--- src/rtl/ide_regwin_pkg.sv ---
// Package: shared slot numbers, target encoding and width constants for the
// IDE register window decoder. Assumes a 12-bit window address.
package ide_regwin_pkg;
    localparam int ADDR_W    = 12;
    localparam int DATA_W    = 32;
    localparam int SLOT_LSB  = 4;
    localparam int SLOT_W    = ADDR_W - SLOT_LSB;
    localparam int IDX_W     = 4;

    localparam logic [SLOT_W-1:0] SLOT_DATA    = 8'h00;
    localparam logic [SLOT_W-1:0] SLOT_TF_LO   = 8'h01;
    localparam logic [SLOT_W-1:0] SLOT_TF_HI   = 8'h07;
    localparam logic [SLOT_W-1:0] SLOT_STCMD_A = 8'h08;
    localparam logic [SLOT_W-1:0] SLOT_STCMD_B = 8'h16;
    localparam logic [SLOT_W-1:0] SLOT_TIMING  = 8'h20;
    localparam logic [SLOT_W-1:0] SLOT_IRQST   = 8'h30;

    localparam logic [IDX_W-1:0] IDX_STCMD = 4'd8;

    localparam int DMA_BIT  = DATA_W - 1;
    localparam int DISK_BIT = DATA_W - 2;

    typedef enum logic [2:0] {
        TGT_NONE,
        TGT_DATA,
        TGT_TASK,
        TGT_STCMD,
        TGT_TIMING,
        TGT_IRQST
    } tgt_e;

    // Byte-lane mask for an access size in bytes (little-endian, lane 0 low).
    function automatic logic [DATA_W-1:0] size_mask(input logic [2:0] sz);
        case (sz)
            3'd1:    size_mask = {{(DATA_W-8){1'b0}}, 8'hFF};
            3'd2:    size_mask = {{(DATA_W-16){1'b0}}, 16'hFFFF};
            default: size_mask = {DATA_W{1'b1}};
        endcase
    endfunction
endpackage

--- src/rtl/ide_regwin_decode.sv ---
// Slot decoder: extracts the slot index from the window address and
// classifies it into a target with a legal-size flag. Purely combinational;
// assumes bus_size is a byte count.
module ide_regwin_decode
    import ide_regwin_pkg::*;
#(
    parameter int AW = ADDR_W,
    parameter int SL = SLOT_LSB
) (
    input  logic [AW-1:0]    addr,
    input  logic [2:0]       size,
    output logic [AW-SL-1:0] slot,
    output tgt_e             tgt,
    output logic             legal
);
    localparam int SW = AW - SL;

    logic sz1, sz2, sz4;

    // Slot index from the upper address bits.
    assign slot = addr[AW-1:SL];

    // Size class flags.
    always_comb begin
        sz1 = (size == 3'd1);
        sz2 = (size == 3'd2);
        sz4 = (size == 3'd4);
    end

    // Target and legality by slot.
    always_comb begin
        tgt   = TGT_NONE;
        legal = 1'b0;
        if (slot == SW'(SLOT_DATA)) begin
            tgt   = TGT_DATA;
            legal = sz2 | sz4;
        end else if (slot >= SW'(SLOT_TF_LO) && slot <= SW'(SLOT_TF_HI)) begin
            tgt   = TGT_TASK;
            legal = sz1;
        end else if (slot == SW'(SLOT_STCMD_A) || slot == SW'(SLOT_STCMD_B)) begin
            tgt   = TGT_STCMD;
            legal = sz1;
        end else if (slot == SW'(SLOT_TIMING)) begin
            tgt   = TGT_TIMING;
            legal = sz4;
        end else if (slot == SW'(SLOT_IRQST)) begin
            tgt   = TGT_IRQST;
            legal = sz4;
        end
    end
endmodule

--- src/rtl/ide_regwin_drvport.sv ---
// Drive-side port: turns a legal decoded access to the data port, taskfile
// or status/command slot into a strobe with a register index, and
// size-masks data in both directions. Assumes the drive returns read data
// combinationally.
module ide_regwin_drvport
    import ide_regwin_pkg::*;
#(
    parameter int DW = DATA_W,
    parameter int SW = SLOT_W,
    parameter int IW = IDX_W
) (
    input  logic          valid,
    input  logic          write,
    input  tgt_e          tgt,
    input  logic          legal,
    input  logic [SW-1:0] slot,
    input  logic [2:0]    size,
    input  logic [DW-1:0] wdata,
    input  logic [DW-1:0] drv_rdata,
    output logic          drv_rd,
    output logic          drv_wr,
    output logic [IW-1:0] drv_idx,
    output logic          drv_wide,
    output logic [DW-1:0] drv_wdata,
    output logic [DW-1:0] port_rdata
);
    logic            hit;
    logic [DW-1:0]   mask;

    // Access targets the drive register file.
    assign hit = valid && legal &&
                 (tgt == TGT_DATA || tgt == TGT_TASK || tgt == TGT_STCMD);

    // Read and write strobes.
    always_comb begin
        drv_rd = hit && !write;
        drv_wr = hit && write;
    end

    // Register index selection.
    always_comb begin
        case (tgt)
            TGT_TASK:  drv_idx = IW'(slot[IW-1:0]);
            TGT_STCMD: drv_idx = IDX_STCMD;
            default:   drv_idx = '0;
        endcase
    end

    // Size mask and data lanes.
    always_comb begin
        mask       = size_mask(size);
        drv_wide   = hit && (tgt == TGT_DATA) && (size == 3'd4);
        drv_wdata  = wdata & mask;
        port_rdata = drv_rdata & mask;
    end
endmodule

--- src/rtl/ide_regwin_word.sv ---
// Plain word register with synchronous active-low reset to zero and a
// load enable. Used for the timing register.
module ide_regwin_word #(
    parameter int W = 32
) (
    input  logic         clk,
    input  logic         rst_n,
    input  logic         we,
    input  logic [W-1:0] d,
    output logic [W-1:0] q
);
    // Load on enable, clear on reset.
    always_ff @(posedge clk) begin
        if (!rst_n)  q <= '0;
        else if (we) q <= d;
    end
endmodule

--- src/rtl/ide_regwin_irq.sv ---
// Interrupt state register: the top bit is a sticky DMA flag set on a rising
// DMA level and cleared on a falling level or a software clear (edges win).
// The next bit is a sampled image of the disk level. Assumes the inputs are
// synchronous to clk.
module ide_regwin_irq
    import ide_regwin_pkg::*;
#(
    parameter int DW = DATA_W
) (
    input  logic          clk,
    input  logic          rst_n,
    input  logic          dma_lvl,
    input  logic          disk_lvl,
    input  logic          clr_req,
    output logic [DW-1:0] status
);
    logic dma_prev;
    logic dma_flag;
    logic disk_img;
    logic dma_rise, dma_fall;

    // Previous DMA level, tracked through reset as well.
    always_ff @(posedge clk) begin
        dma_prev <= dma_lvl;
    end

    // Edge detect.
    always_comb begin
        dma_rise = dma_lvl && !dma_prev;
        dma_fall = !dma_lvl && dma_prev;
    end

    // Sticky DMA flag with edge priority over clear.
    always_ff @(posedge clk) begin
        if (!rst_n)        dma_flag <= 1'b0;
        else if (dma_rise) dma_flag <= 1'b1;
        else if (dma_fall) dma_flag <= 1'b0;
        else if (clr_req)  dma_flag <= 1'b0;
    end

    // Disk level image.
    always_ff @(posedge clk) begin
        if (!rst_n) disk_img <= 1'b0;
        else        disk_img <= disk_lvl;
    end

    // Pack the status word.
    always_comb begin
        status           = '0;
        status[DMA_BIT]  = dma_flag;
        status[DISK_BIT] = disk_img;
    end
endmodule

--- src/rtl/ide_regwin_top.sv ---
// IDE host register window decoder top: decodes slot and size, routes to the
// drive port, the timing register or the interrupt state register, and
// returns all-ones for anything unmapped or illegally sized. Assumes one
// access per cycle and reads completing in the same cycle.
module ide_regwin_top
    import ide_regwin_pkg::*;
(
    input  logic        clk,
    input  logic        rst_n,
    input  logic        bus_valid,
    input  logic        bus_write,
    input  logic [11:0] bus_addr,
    input  logic [2:0]  bus_size,
    input  logic [31:0] bus_wdata,
    output logic [31:0] bus_rdata,
    output logic        drv_rd,
    output logic        drv_wr,
    output logic [3:0]  drv_idx,
    output logic        drv_wide,
    output logic [31:0] drv_wdata,
    input  logic [31:0] drv_rdata,
    input  logic        dma_irq_in,
    input  logic        disk_irq_in,
    output logic        dma_irq_out,
    output logic        disk_irq_out
);
    logic [SLOT_W-1:0] slot;
    tgt_e              tgt;
    logic              legal;
    logic [DATA_W-1:0] port_rdata;
    logic [DATA_W-1:0] timing_q;
    logic [DATA_W-1:0] irq_q;
    logic              timing_we;
    logic              irq_clr;

    ide_regwin_decode #(.AW(ADDR_W), .SL(SLOT_LSB)) u_dec (
        .addr (bus_addr),
        .size (bus_size),
        .slot (slot),
        .tgt  (tgt),
        .legal(legal)
    );

    ide_regwin_drvport #(.DW(DATA_W), .SW(SLOT_W), .IW(IDX_W)) u_port (
        .valid     (bus_valid),
        .write     (bus_write),
        .tgt       (tgt),
        .legal     (legal),
        .slot      (slot),
        .size      (bus_size),
        .wdata     (bus_wdata),
        .drv_rdata (drv_rdata),
        .drv_rd    (drv_rd),
        .drv_wr    (drv_wr),
        .drv_idx   (drv_idx),
        .drv_wide  (drv_wide),
        .drv_wdata (drv_wdata),
        .port_rdata(port_rdata)
    );

    // Local register write controls.
    always_comb begin
        timing_we = bus_valid && bus_write && legal && (tgt == TGT_TIMING);
        irq_clr   = bus_valid && bus_write && legal && (tgt == TGT_IRQST)
                    && bus_wdata[DMA_BIT];
    end

    ide_regwin_word #(.W(DATA_W)) u_timing (
        .clk  (clk),
        .rst_n(rst_n),
        .we   (timing_we),
        .d    (bus_wdata),
        .q    (timing_q)
    );

    ide_regwin_irq #(.DW(DATA_W)) u_irq (
        .clk     (clk),
        .rst_n   (rst_n),
        .dma_lvl (dma_irq_in),
        .disk_lvl(disk_irq_in),
        .clr_req (irq_clr),
        .status  (irq_q)
    );

    // Read data mux with all-ones default.
    always_comb begin
        bus_rdata = {DATA_W{1'b1}};
        if (legal) begin
            case (tgt)
                TGT_DATA, TGT_TASK, TGT_STCMD: bus_rdata = port_rdata;
                TGT_TIMING:                    bus_rdata = timing_q;
                TGT_IRQST:                     bus_rdata = irq_q;
                default:                       bus_rdata = {DATA_W{1'b1}};
            endcase
        end
    end

    // Interrupt pass-through.
    assign dma_irq_out  = dma_irq_in;
    assign disk_irq_out = disk_irq_in;
endmodule

--- config.mk ---
export PLATFORM = sky130hd
export DESIGN_NAME = ide_regwin_top
export DESIGN_NICKNAME = d
export VERILOG_FILES = /design/src/rtl/ide_regwin_pkg.sv /design/src/rtl/ide_regwin_decode.sv /design/src/rtl/ide_regwin_drvport.sv /design/src/rtl/ide_regwin_word.sv /design/src/rtl/ide_regwin_irq.sv /design/src/rtl/ide_regwin_top.sv
export SDC_FILE = /design/constraint.sdc
export NUM_CORES = 1
export LEC_CHECK = 0
export CAP_MARGIN = 5
export CORE_MARGIN = 5
export CORE_UTILIZATION = 40
export CTS_BUF_LIST = sky130_fd_sc_hd__clkbuf_8
export CTS_CLUSTER_DIAMETER = 200
export DETAILED_ROUTE_END_ITERATION = 10
export PLACE_DENSITY = 0.89
export SETUP_SLACK_MARGIN = 0.3
export SLEW_MARGIN = 25
export SYNTH_ARGS = -nofsm -noshare
export SYNTH_HDL_FRONTEND = slang
export SYNTH_SLANG_ARGS = --single-unit
--- constraint.sdc ---
create_clock -name clk -period 6.2 [get_ports clk]
set_input_delay 1.55 -clock clk [delete_from_list [all_inputs] [get_ports clk]]
set_output_delay 1.55 -clock clk [all_outputs]
set_load 0.01 [all_outputs]
**Word level (Yosys, flattened, before mapping)**

Cells that the tools add are included.

- ROM bits: 0
- Output and inout port bits: 73
- Latch bits: 0
- Memories: 0
- Register bits after elaboration: 35
- Memory bits (writable): 0

- Multipliers: 0
- Shifts and indexed selects: 0
- $lt $le $gt $ge: 2
- Equality and inequality tests: 12
- Add/sub/neg operators: 0
- Reduce and logical (&&, ||, !) cells: 23
- Bitwise logic cells: 3
- Multiplexer cells: 17
- Div/mod/pow operators: 0

Operators with widths:

| kind | number |
|---|---|
| 32-bit one-hot mux with 3 select lines | 1 |
| 32-bit AND | 2 |
| 32-bit one-hot mux with 2 select lines | 1 |
| 32-bit 2-to-1 mux | 1 |
| 8-bit by 6-bit equality test with 1-bit output, second input constant | 2 |
| 3-bit 2-to-1 mux | 5 |
| 1-bit logical AND | 14 |
| 3-bit by 2-bit equality test with 1-bit output, second input constant | 3 |
| 3-bit equality test, second input constant | 3 |
| 8-bit by 4-bit equality test with 1-bit output, second input constant | 1 |
| 8-bit by 5-bit equality test with 1-bit output, second input constant | 1 |
| 8-bit by 1-bit >= comparator with 1-bit output, second input constant | 1 |
| 8-bit by 3-bit less-or-equal comparator with 1-bit output, second input constant | 1 |
| 8-bit zero test | 1 |
| 1-bit 2-to-1 mux | 8 |
| 4-bit one-hot mux with 2 select lines | 1 |
| 3-bit by 1-bit equality test with 1-bit output, second input constant | 2 |
| 1-bit zero test | 3 |
| 1-bit logical OR | 3 |
| 3-bit nonzero test | 1 |
| 3-bit OR reduction | 1 |
| 1-bit bitwise OR | 1 |

**Longest topological paths before layout**

Gate-level depths: netlist of the first run.

- Depth in word-level cells: 12
- Mapped depth: 8
- Gate-level depth less buffers: 5

**Hierarchy**

From an unflattened synthesis of the first run, not the netlist that was laid out.

- Cells, all modules: 386
- Area total of the unflattened synthesis: 3,313.2 µm²

By module, submodules not included:

| module | area each (µm²) | instances | cells each | seq. area each (µm²) |
|---|---|---|---|---|
| ide_regwin_word | 1,243.7 | 1 | 103 | 640.6 |
| ide_regwin_top | 884.6 | 1 | 122 | 0.0 |
| ide_regwin_drvport | 614.3 | 1 | 87 | 0.0 |
| ide_regwin_irq | 345.3 | 1 | 41 | 60.1 |
| ide_regwin_decode | 225.2 | 1 | 33 | 0.0 |

**Worst setup path before layout of the first run**

OpenSTA, ideal clock, no wires.

- Path type: input -> output
- From: input bus_addr[7]
- To: output drv_rd
- Arrival time: 3.291 ns
- Required time: 4.650 ns
- Setup slack: 1.359 ns
- Cell stages on the path: 7
- Cells stage by stage: buf_2 > or4b_1 > o32ai_1 > o2111ai_1 > o41a_1 > buf_2 > nor4bb_1

- Cells in the longest elaborated chain, start to end: 11
- Elaborated cells between the ends (all ways): 27
- Classes of those cells: order compare (2); eq/ne (7); mux (10); reduce/logical (8)

RTL lines:

| element | line | source |
|---|---|---|
| start, declared | ide_regwin_top.sv:12 | `input logic [11:0] bus_addr,` |
| 8-bit by 6-bit equality test with 1-bit output | ide_regwin_decode.sv:46 | `end else if (slot == SW'(SLOT_IRQST)) begin` |
| 3-bit 2-to-1 mux | ide_regwin_decode.sv:46 |  |
| 3-bit 2-to-1 mux | ide_regwin_decode.sv:43 | `end else if (slot == SW'(SLOT_TIMING)) begin` |
| 3-bit 2-to-1 mux | ide_regwin_decode.sv:40 | `end else if (slot == SW'(SLOT_STCMD_A) \|\| slot == SW'(SLOT_STCMD_B)) begin` |
| 3-bit 2-to-1 mux | ide_regwin_decode.sv:37 | `end else if (slot >= SW'(SLOT_TF_LO) && slot <= SW'(SLOT_TF_HI)) begin` |
| 3-bit 2-to-1 mux | ide_regwin_decode.sv:34 | `if (slot == SW'(SLOT_DATA)) begin` |
| 3-bit by 1-bit equality test with 1-bit output or 3-bit by 2-bit equality test with 1-bit output (tied branches) | ide_regwin_drvport.sv:32 | `(tgt == TGT_DATA \|\| tgt == TGT_TASK \|\| tgt == TGT_STCMD);` |
| 1-bit logical OR (2 in series) | ide_regwin_drvport.sv:32 |  |
| 1-bit logical AND (*) | ide_regwin_drvport.sv:31 | `assign hit = valid && legal &&` |
| 1-bit logical AND (*) | ide_regwin_drvport.sv:36 | `drv_rd = hit && !write;` |
| end, declared | ide_regwin_top.sv:16 | `output logic drv_rd,` |

Every way passes the cells marked *; elsewhere a longest branch is shown, timed or not.

**Worst setup path in the final report of the first run**

- From: input bus_addr[8]
- To: output drv_wide

- Cells in the longest elaborated chain, start to end: 12
- Elaborated cells between the ends (all ways): 28
- Classes of those cells: order compare (2); eq/ne (7); mux (10); reduce/logical (9)

RTL lines:

| element | line | source |
|---|---|---|
| 8-bit by 6-bit equality test with 1-bit output | ide_regwin_decode.sv:46 |  |
| 3-bit 2-to-1 mux | ide_regwin_decode.sv:46 |  |
| 3-bit 2-to-1 mux | ide_regwin_decode.sv:43 |  |
| 3-bit 2-to-1 mux | ide_regwin_decode.sv:40 |  |
| 3-bit 2-to-1 mux | ide_regwin_decode.sv:37 |  |
| 3-bit 2-to-1 mux | ide_regwin_decode.sv:34 |  |
| 3-bit by 1-bit equality test with 1-bit output or 3-bit by 2-bit equality test with 1-bit output (tied branches) | ide_regwin_drvport.sv:32, ide_regwin_drvport.sv:52 |  |
| 1-bit logical OR (2 in series) | ide_regwin_drvport.sv:32 |  |
| 1-bit logical AND | ide_regwin_drvport.sv:31 |  |
| 1-bit logical AND (*) (2 in series) | ide_regwin_drvport.sv:52 | `drv_wide = hit && (tgt == TGT_DATA) && (size == 3'd4);` |
| end, declared | ide_regwin_top.sv:19 | `output logic drv_wide,` |

Marks and branches as above.

==> impl_results.md, run 1 <==
* Core area at 5570 um^2
* Ys Warns at 0
* HPWL after DPL at between 6 and 7 mm
* Die Span Y at 86.2 um
* Max-capacitance violation count at 0
* Fmax at 177 MHz
* Crit path DAT at slightly above 4000 ps
* Crit Path Class: in -> out
* Synth Area in Adders at 0
* Most common cell after layout, fill and taps aside: clkdlybuf4s50_1
* Min Hold Slack at between 400 and 500 ps
* Reg2reg setup slack at 5500 ps
* Post-synthesis sequential area ratio at 0.302
* Cell repeated most along the worst path: clkdlybuf4s50_1
* Largest net degree at the start of global routing at 68
* Area Growth Syn to Fin at 68.2%
* Clock Path Buffers at 2
* I/O Pins at 158
* WHS Endpoint: u_timing.q[8]
* Commonest cells after routing, fill and taps aside: clkdlybuf4s50_1, nand2_1, dfxtp_1, mux2i_1, a221o_1
* DRC violations left at 0
* Syn avg cell area at 8.51 um^2
* Clock slew at reported path FFs at 70 ps
* Initial Utilization at 0.417
* Port Buf Inserts at approximately 150
* Wire per inst at approximately 17 um
* Clk sink count at 35
* Maximum vdd drop at about 81 uV
* Post-CTS Setup Inserts at 0
* Worst slew pin tran at 627 ps
* Vias at around 2600
* Final Skew at 0.281 ps
* TritonCTS clock tree: done
* Data required, critical path at 4650 ps
* Main combinational cell family by area after synthesis: simple AND/OR/NAND/NOR gates
* Hold path depth at 2
* CP max FO at 22
* Endpoints failing hold at 0
* Inserted Clock Buffers at 5
* Initial DRC count at 161
* Via density at between 5 and 6
* Routability cong. at ~0.81
* First-pass GRT wire length at 13.0 mm
* Pre-antenna DRT Iters at 5
* Slowest cell on the critical path: clkdlybuf4s50_1
* Worst skew pair latency at 280 ps
* Mux share of post-synthesis cell area at 0.147
* Worst path max stage delay at between 500 and 600 ps
* # diodes at 0
* Worst setup EP type: output port
* FF+latch count, synth at 35
* Post-synthesis simple-gate area fraction at 0.267
* Share of layout cells above drive strength 1 at 0.0513
* Vias in the first global route at 2655
* Worst path cell trace: clkdlybuf4s50_1 -> or4b_1 -> o32ai_1 -> o2111ai_2 -> o41a_1 -> buf_4 -> and4b_1 -> clkdlybuf4s50_1
* Cell Area, Synth at 2320 um^2
* Detailed Route WL at 8.29 mm
* Final Critical Period at 5660 ps
* Aggregate negative setup slack at 0 ps
* Final design utilization at 0.701
* DIE AREA at 7430 um^2
* Post-Synth XOR/XNOR Area at 0.00377
* Static Leak at 1.46 nW
* Number of synthesized flops with an enable pin at 0
* Initial antenna violation count at 0
* Final worst path period share at 0.913
* Residual antenna-violating net count after detailed routing at 0
* Hold Startpoint: u_timing.q[8]
* FF-to-FF path depth at 3
* Rows at 27
* Design Area, Final at 3910 um^2
* Main flop type after synthesis: dfxtp_1
* Hold crit path type: reg -> reg
* Critical R2R Launch: u_irq.dma_prev
* Distinct cells, synth at 39
* Outcome: finished, final reports clean
* Mapped Nets at 358
* Setup slack after layout at 541 ps
* Mapped Cells at 273
* Reg2reg end: u_irq.dma_flag
* Synth async-reset ratio at 0
* Slew margin rel. at 0.582
* Chip Width at 86.2 um
* P per Cell Area at 140 nW/um^2
* Synth Area in Compound Gates at 0.183
* Total gr overflow at 0
* H-tree lvl count at 2
* Root buffer cell: clkbuf_8
* Global Route Usage Sum at 0.217
* Nets at 493
* Setup violations, final at 0
* Final Slew Violations at 0
* DP Area at between 3000 and 4000 um^2
* RSZ-0062 raised after global routing: no
* Worst slack, placed at 290 ps
* Worst setup SP type: input pin
-- registers in the layout, indices dropped and copies added (netlist names) --
| register | cells |
|---|---|
| u_irq.disk_img | 1 |
| u_irq.dma_flag | 1 |
| u_irq.dma_prev | 1 |
| u_timing.q | 32 |
-- power by group --
| part | internal, mW | total, mW | switching (mW) |
|---|---|---|---|
| Combinational | 0.0859 | 0.141 | 0.0547 |
| Sequential | 0.226 | 0.226 | 0.000425 |
| Clock | 0.0997 | 0.178 | 0.0786 |
| Total | 0.412 | 0.545 | 0.134 |
-- worst max-delay path, delay by kind of cell --
family / cells / cell delay [ps]
buffers and inverters: 3 / 1190
AOI/OAI and AO/OA: 3 / 570
and+or+nand+nor: 2 / 800
-- cells by family after synthesis --
group / Yosys count
AO/OA/AOI/OAI: 45
XOR/XNOR: 1
buffers and inverters: 38
flip-flops: 35
multiplexers: 34
AND/OR/NAND/NOR: 120
-- stage by stage --
stage / power, mW / instances
after global routing: 0.571 / 481
final: 0.545 / 481
after detailed placement: 0.372 / 473
after CTS: 0.552 / 481
after floorplan: 0.279 / 273
after global placement: 0.370 / 473
-- metal layers --
layer,global-route usage,up-vias,wire (um)
met3,0.0485,21,613
met1,0.250,1240,3290
li1,-,1242,-
met5,0,-,0
met2,0.385,113,4170
met4,0.0949,0,224
-- worst max-delay path by stage --
stage	slack (ps)	depth (start not counted)	startpoint	end
after floorplan	1360	7	bus_addr[7]	drv_rd
after global placement	320	8	bus_addr[7]	drv_wr
after detailed placement	290	8	bus_addr[7]	drv_wide
after CTS	320	8	bus_addr[5]	drv_wide
after global routing	390	8	bus_size[1]	drv_wide
final	540	8	bus_addr[8]	drv_wide
-- timing repair --
action,CTS,global route
hold buffers,0,0
endpoints found under the setup margin,1,25
resized for setup,1,3
-- cells in the mapped netlist, drive strengths merged (2+ instances only) --
master / count / area share
nor3: 2 / 0.0043
nor2: 6 / 0.0097
dfxtp: 35 / 0.30
a211o: 3 / 0.011
inv: 4 / 0.0065
nand2: 66 / 0.11
nand3: 2 / 0.0043
a211oi: 3 / 0.0097
or4: 2 / 0.0081
mux2i: 34 / 0.15
nor3b: 3 / 0.0097
buf: 21 / 0.071
a221o: 30 / 0.13
nor2b: 20 / 0.054
clkbuf: 13 / 0.021
a21oi: 3 / 0.011
and4b: 2 / 0.0086
and2: 3 / 0.0081
and2b: 6 / 0.019
-- final cells by class --
| class | count | area (um^2) |
|---|---|---|
| fill | 445 | 1670 |
| timing repair buffer | 162 | 1600 |
| multi-input combinational | 200 | 1400 |
| sequential | 35 | 701 |
| clock buffer | 7 | 96.3 |
| tap | 72 | 90.1 |
| inverter | 4 | 15.0 |
| clock inverter | 1 | 3.75 |
No activity file was read; power rests on OpenSTA's default activity.
==> run 2: changes to the inputs <==
--- a/config.mk
+++ b/config.mk
@@ -6,6 +6,7 @@
 export NUM_CORES = 1
 export LEC_CHECK = 0
 export CAP_MARGIN = 5
+export CORE_ASPECT_RATIO = 1.1
 export CORE_MARGIN = 5
 export CORE_UTILIZATION = 40
 export CTS_BUF_LIST = sky130_fd_sc_hd__clkbuf_8
==> run 2 against run 1 <==
  * Sequential power about the same
  * Global-route usage decreased by 0.17 points
  * First-iteration DRC count decreased by 37%
  * Critical endpoint is now bus_rdata[9]
  * Largest power group unchanged
==> impl_results.md, run 2 (same netlist as run 1, synthesis figures left out) <==
* Outcome: finished, final reports clean
* Die Span Y at 89.9 um (+4.3%)
* Worst skew pair latency at 270 ps (about the same)
* Crit Path Class: in -> out
* Vias at 2562 (-2.1%)
* Crit path DAT at 4130 ps (+20 ps)
* Via density at 5.24 (-3.7%)
* Vias in the first global route at 2736 (+3.1%)
* Max-capacitance violation count at 0 (unchanged)
* Share of layout cells above drive strength 1 at 0.0558 (+0.00448)
* Wire per inst at 16.9 um (-1.7%)
* Setup violations, final at 0 (unchanged)
* Sequential power share at 0.434 (+0.019)
* DIE AREA at 7430 um^2 (about the same)
* Port Buf Inserts at 153 (unchanged)
* Root buffer cell: clkbuf_8
* Pint at 0.388 mW (-5.8%)
* Initial DRC count at 101 (-37%)
* Maximum vdd drop at 117 uV (+44%)
* Switching pwr at 0.134 mW (about the same)
* HPWL after DPL at 6.47 mm (+2.1%)
* CP top delay family: buffers and inverters
* Worst path max stage delay at 510 ps (-30 ps)
* Nets at 496 (+0.61%)
* Hold-fix buffers, CTS at 0 (unchanged)
* H-tree lvl count at 2 (unchanged)
* Worst slew pin tran at 629 ps (+2.76 ps)
* Final Critical Period at 5680 ps (+18.4 ps)
* Max reg flops at 32 (unchanged)
* Final design utilization at 0.687 (-0.0133)
* Hold crit path type: reg -> reg
* Largest net degree at the start of global routing at 68 (unchanged)
* Total gr overflow at 0 (unchanged)
* Clock share of power at 0.295 (-0.032)
* Detailed Route WL at 8.28 mm (-0.11%)
* Rows at 29 (+7.4%)
* Routed wl met2 at 4.38 mm (+5.0%)
* Most common cell after layout, fill and taps aside: clkdlybuf4s50_1
* Buf+Inv Stages, Crit Path at 3 (unchanged)
* CP max FO at 18 (-18%)
* Switching portion of total power at 0.256 (+0.0112)
* Cell repeated most along the worst path: clkdlybuf4s50_1
* Final Slew Violations at 0 (unchanged)
* Aggregate negative setup slack at 0 ps (unchanged)
* Final Skew at 0.492 ps (+0.211 ps)
* Fmax at 176 MHz (-0.32%)
* Clk sink count at 35 (unchanged)
* Combinational power share at 0.271 (+0.013)
* First-pass GRT wire length at 13.0 mm (+0.16%)
* Commonest cells after routing, fill and taps aside: clkdlybuf4s50_1, nand2_1, dfxtp_1, mux2i_1, a221o_1
* TritonCTS clock tree: done
* Chip Width at 82.7 um (-4.1%)
* Endpoints failing hold at 0 (unchanged)
* Max layer used: met4
* Static Leak at 1.46 nW (+0.59%)
* # diodes at 0 (unchanged)
* Inserted Clock Buffers at 5 (unchanged)
* Met1 wire length at 3.09 mm (-6.0%)
* Residual antenna-violating net count after detailed routing at 0 (unchanged)
* Clock Path Buffers at 2 (unchanged)
* Slew margin rel. at 0.580 (-0.00184)
* Final worst path period share at 0.916 (+0.00297)
* Reg with most FFs: u_timing.q
* P per Cell Area at 133 nW/um^2 (-4.7%)
* RSZ-0062 raised after global routing: no
* Global Route Usage Sum at 0.216 (-0.00166)
* Pre-antenna DRT Iters at 4 (-1)
* Initial antenna violation count at 0 (unchanged)
* Slowest cell on the critical path: or4b_1
* Initial Utilization at 0.408 (-0.00897)
* Clock slew at reported path FFs at 70 ps (about the same)
* I/O Pins at 158 (unchanged)
* Area Growth Syn to Fin at 68.6%
* Met3 WL at 674 um (+10%)
* Worst path cell trace: clkdlybuf4s50_1 -> or4b_1 -> o32ai_1 -> o2111ai_2 -> o41a_1 -> buf_4 -> a221o_1 -> clkdlybuf4s50_1
* Data required, critical path at 4650 ps (about the same)
* Worst setup EP type: output port
* Routability cong. at 0.841 (+4.1%)
* Core area at 5700 um^2 (+2.2%)
* Worst setup SP type: input pin
* DRC violations left at 0 (unchanged)
==> run 2: cell type report <==
cell class | instances | area [um^2]
Fill cell | 484 | 1780
Timing Repair Buffer | 165 | 1620
Multi-Input combinational cell | 200 | 1400
Sequential cell | 35 | 701
Tap cell | 77 | 96.3
Clock buffer | 5 | 68.8
Inverter | 4 | 15.0
Clock inverter | 3 | 12.5
==> run 2: power groups by stage <==
stage / Sequential (mW) / Combinational, mW / Clock [mW]
global route: 0.226 / 0.151 / 0.169
CTS: 0.226 / 0.142 / 0.159
detailed placement: 0.231 / 0.141 / 0
finish: 0.226 / 0.141 / 0.154
global placement: 0.231 / 0.138 / 0
floorplan: 0.231 / 0.0480 / 0
==> run 2: final timing paths <==
kind	start	to	slack, ps	cells after the start
setup / recovery	bus_addr[8]	bus_rdata[9]	520	8
hold / removal	u_timing.q[2]	u_timing.q[2]	460	2
setup reg to reg	u_irq.dma_prev	u_irq.dma_flag	5490	3
hold reg to reg	u_timing.q[2]	u_timing.q[2]	460	2
==> run 2: stage by stage <==
| step | hold slack (ps) | cell area [um^2] | total power [mW] | std cells | setup slack, ps |
|---|---|---|---|---|---|
| 5_1_grt | 483 | 3920 | 0.546 | 489 | 406 |
| 4_1_cts | 463 | 3890 | 0.526 | 487 | 310 |
| 3_3_place_gp | 442 | 3810 | 0.369 | 479 | 305 |
| 2_1_floorplan | 434 | 2320 | 0.279 | 273 | 1360 |
| 3_5_place_dp | 449 | 3810 | 0.373 | 479 | 289 |
| 6_report | 459 | 3920 | 0.521 | 489 | 523 |
==> run 2: worst min-delay path, stage by stage (launching register included) <==
cell and delay, ps:
dfxtp_1 310, nand2_1 50, mux2i_1 50
==> run 2: layer usage <==
layer / vias to the layer above / GRT usage
met1: 1209 / 0.232
met4: 0 / 0.0559
met3: 14 / 0.0610
li1: 1238 / -
met5: - / 0
met2: 101 / 0.398
==> run 2: repair_timing <==
item | in CTS | in global routing
setup endpoints to repair | 9 | 32
gates resized for setup | 1 | 3
pin swaps | 0 | 0
buffers inserted | 0 | 2
==> run 3: changes to the inputs <==
==> constraint.sdc (replaced) <==
create_clock -name clk -period 7 [get_ports clk]
set_input_delay 1.75 -clock clk [delete_from_list [all_inputs] [get_ports clk]]
set_output_delay 1.75 -clock clk [all_outputs]
set_load 0.005 [all_outputs]
==> run 3 against run 2 <==
  * Sequential cell count is the same
  * Clock skew barely moved
  * Critical path depth unchanged
  * Critical path type unchanged
  * Largest power group unchanged
==> impl_results.md, run 3 (same netlist as run 1, synthesis figures left out) <==
* Endpoints failing hold at 0 (unchanged)
* Final worst path period share at 0.913
* Setup slack after layout at 609 ps (+86.1 ps)
* Clock slew at reported path FFs at 70 ps (about the same)
* Hold Startpoint: u_timing.q[27]
* Vias in the first global route at 2543 (-7.1%)
* Worst path max stage delay at 630 ps (+120 ps)
* Maximum vdd drop at 96.2 uV (-18%)
* Crit path DAT at 4640 ps (+510 ps)
* Layout fillers at 484 (unchanged)
* H-tree lvl count at 2 (unchanged)
* Final Slew Violations at 0 (unchanged)
* Pre-antenna DRT Iters at 4 (unchanged)
* Crit Path Class: in -> out
* Outcome: finished, final reports clean
* Initial DRC count at 107 (+5.9%)
* Worst slew pin tran at 633 ps (+3.50 ps)
* Slew margin rel. at 0.577 (-0.00328)
* Clock Path Buffers at 2 (unchanged)
* Cell repeated most along the worst path: clkdlybuf4s50_1
* Residual antenna-violating net count after detailed routing at 0 (unchanged)
* Critical R2R Launch: u_irq.dma_prev
* Fmax at around 160 MHz
* Global Route Usage Sum at 0.213 (-0.00250)
* Post-CTS Setup Inserts at 0 (unchanged)
* Routability cong. at 0.787 (-6.4%)
* Worst setup SP type: input pin
* FF-to-FF path depth at 3 (unchanged)
* TritonCTS clock tree: done
* CP max FO at 23 (+5)
* Port Buf Inserts at 153 (unchanged)
* Final design utilization at 0.685 (-0.00220)
* Data required, critical path at 5250 ps (+600 ps)
* Worst setup EP type: output port
* Core area at 5700 um^2 (unchanged)
* Reg2reg setup slack at 6270 ps (+780 ps)
* Reg with most FFs: u_timing.q
* Nets at 493 (-0.60%)
* # diodes at 0 (unchanged)
* Slowest cell on the critical path: clkdlybuf4s50_1
* I/O Pins at 158 (unchanged)
* Final Critical Period at 6390 ps
* Detailed Route WL at 8.08 mm (-2.4%)
* Clk sink count at 35 (unchanged)
* RSZ-0062 raised after global routing: no
* Reg2reg end: u_irq.dma_flag
* Die Span Y at 89.9 um (unchanged)
* Total gr overflow at 0 (unchanged)
* Max-capacitance violation count at 0 (unchanged)
* HPWL after DPL at 6.23 mm (-3.7%)
* First-pass GRT wire length at 12.6 mm (-2.9%)
* Hold path depth at 2 (unchanged)
* Setup violations, final at 0 (unchanged)
* Min Hold Slack at 460 ps (+1.49 ps)
* Vias at 2579 (+0.66%)
* P per Cell Area at 122 nW/um^2 (-8.2%)
* Worst setup path startpoint: bus_addr[7]
* Inserted Clock Buffers at 5 (unchanged)
* Largest net degree at the start of global routing at 68 (unchanged)
* Initial antenna violation count at 0 (unchanged)
* Worst path cell trace: clkdlybuf4s50_1 -> or4b_1 -> o32ai_1 -> o2111ai_1 -> o41a_2 -> buf_4 -> a221o_1 -> clkdlybuf4s50_1
* Static Leak at 1.44 nW (-1.8%)
* Worst slack, placed at 357 ps (+68.3 ps)
* Post-CTS Resized at 0 (-1)
* Worst skew pair latency at 280 ps (about the same)
* Chip Width at 82.7 um (unchanged)
* Area Growth Syn to Fin at 68.0%
* Rows at 29 (unchanged)
* Root buffer cell: clkbuf_8
* Share of layout cells above drive strength 1 at 0.0513 (-0.00448)
* WHS Endpoint: u_timing.q[27]
* Final Skew at 0.0428 ps (-0.449 ps)
* Hold crit path type: reg -> reg
* DIE AREA at 7430 um^2 (unchanged)
* Initial Utilization at 0.408 (unchanged)
* Hold-fix buffers, CTS at 0 (unchanged)
* Wire per inst at 16.6 um (-1.8%)
* Max reg flops at 32 (unchanged)
* Aggregate negative setup slack at 0 ps (unchanged)
* Most common cell after layout, fill and taps aside: clkdlybuf4s50_1
* Commonest cells after routing, fill and taps aside: clkdlybuf4s50_1, nand2_1, dfxtp_1, mux2i_1, a221o_1
* DRC violations left at 0 (unchanged)
* Via density at 5.31 (+1.3%)
[run 3: cell count changes in the layout (fill, tap and decap cells not counted), sizes merged]
cell           delta
clkdlybuf4s50     +3
dlymetal6s2s      -2
inv               -1
buf               -3
dlygate4sd2       -1
clkbuf            +2
clkinv            -1
[run 3: stage by stage]
step / cells / cell area [um^2] / total power, mW
after CTS: 486 / 3900 / 0.483
after floorplan: 273 / 2320 / 0.242
after global placement: 478 / 3800 / 0.321
final: 486 / 3900 / 0.477
after global routing: 486 / 3900 / 0.499
after detailed placement: 478 / 3800 / 0.324
[run 3: cell type report]
| type | count | area (um^2) | area share |
|---|---|---|---|
| inverter | 4 | 15.0 | 0.00385 |
| multi-input combinational | 200 | 1390 | 0.357 |
| clock inverter | 1 | 3.75 | 0.000962 |
| tap | 77 | 96.3 | 0.0247 |
| sequential | 35 | 701 | 0.180 |
| clock buffer | 7 | 96.3 | 0.0247 |
| timing repair buffer | 162 | 1600 | 0.409 |
[run 3: worst max-delay path by stage]
stage               endpoint  slack [ps]  cells after the start
6_report       bus_rdata[29]         610                      8
5_1_grt        bus_rdata[29]         480                      8
4_1_cts        bus_rdata[29]         350                      8
3_5_place_dp   bus_rdata[29]         360                      8
3_3_place_gp   bus_rdata[29]         370                      8
2_1_floorplan  bus_rdata[22]        1810                      8
[run 3: metal layers]
layer | part of all wire | vias up | GRT usage
met1 | 0.39 | 1214 | 0.250
met5 | 0 | - | 0
li1 | - | 1243 | -
met2 | 0.51 | 108 | 0.369
met4 | 0.018 | 0 | 0.0613
met3 | 0.085 | 14 | 0.0600
[run 3: where the power goes]
part | internal (mW) | total, mW | switching (mW) | leakage (nW)
Combinational | 0.0762 | 0.118 | 0.0423 | 1.10
Clock | 0.0883 | 0.158 | 0.0696 | 0.0557
Sequential | 0.200 | 0.200 | 0.000384 | 0.283
[run 3: critical path, delay by kind of cell]
| family | cells | cell delay [ps] |
|---|---|---|
| AO/OA/AOI/OAI | 4 | 1000 |
| AND/OR/NAND/NOR | 1 | 510 |
| buffers and inverters | 3 | 1370 |
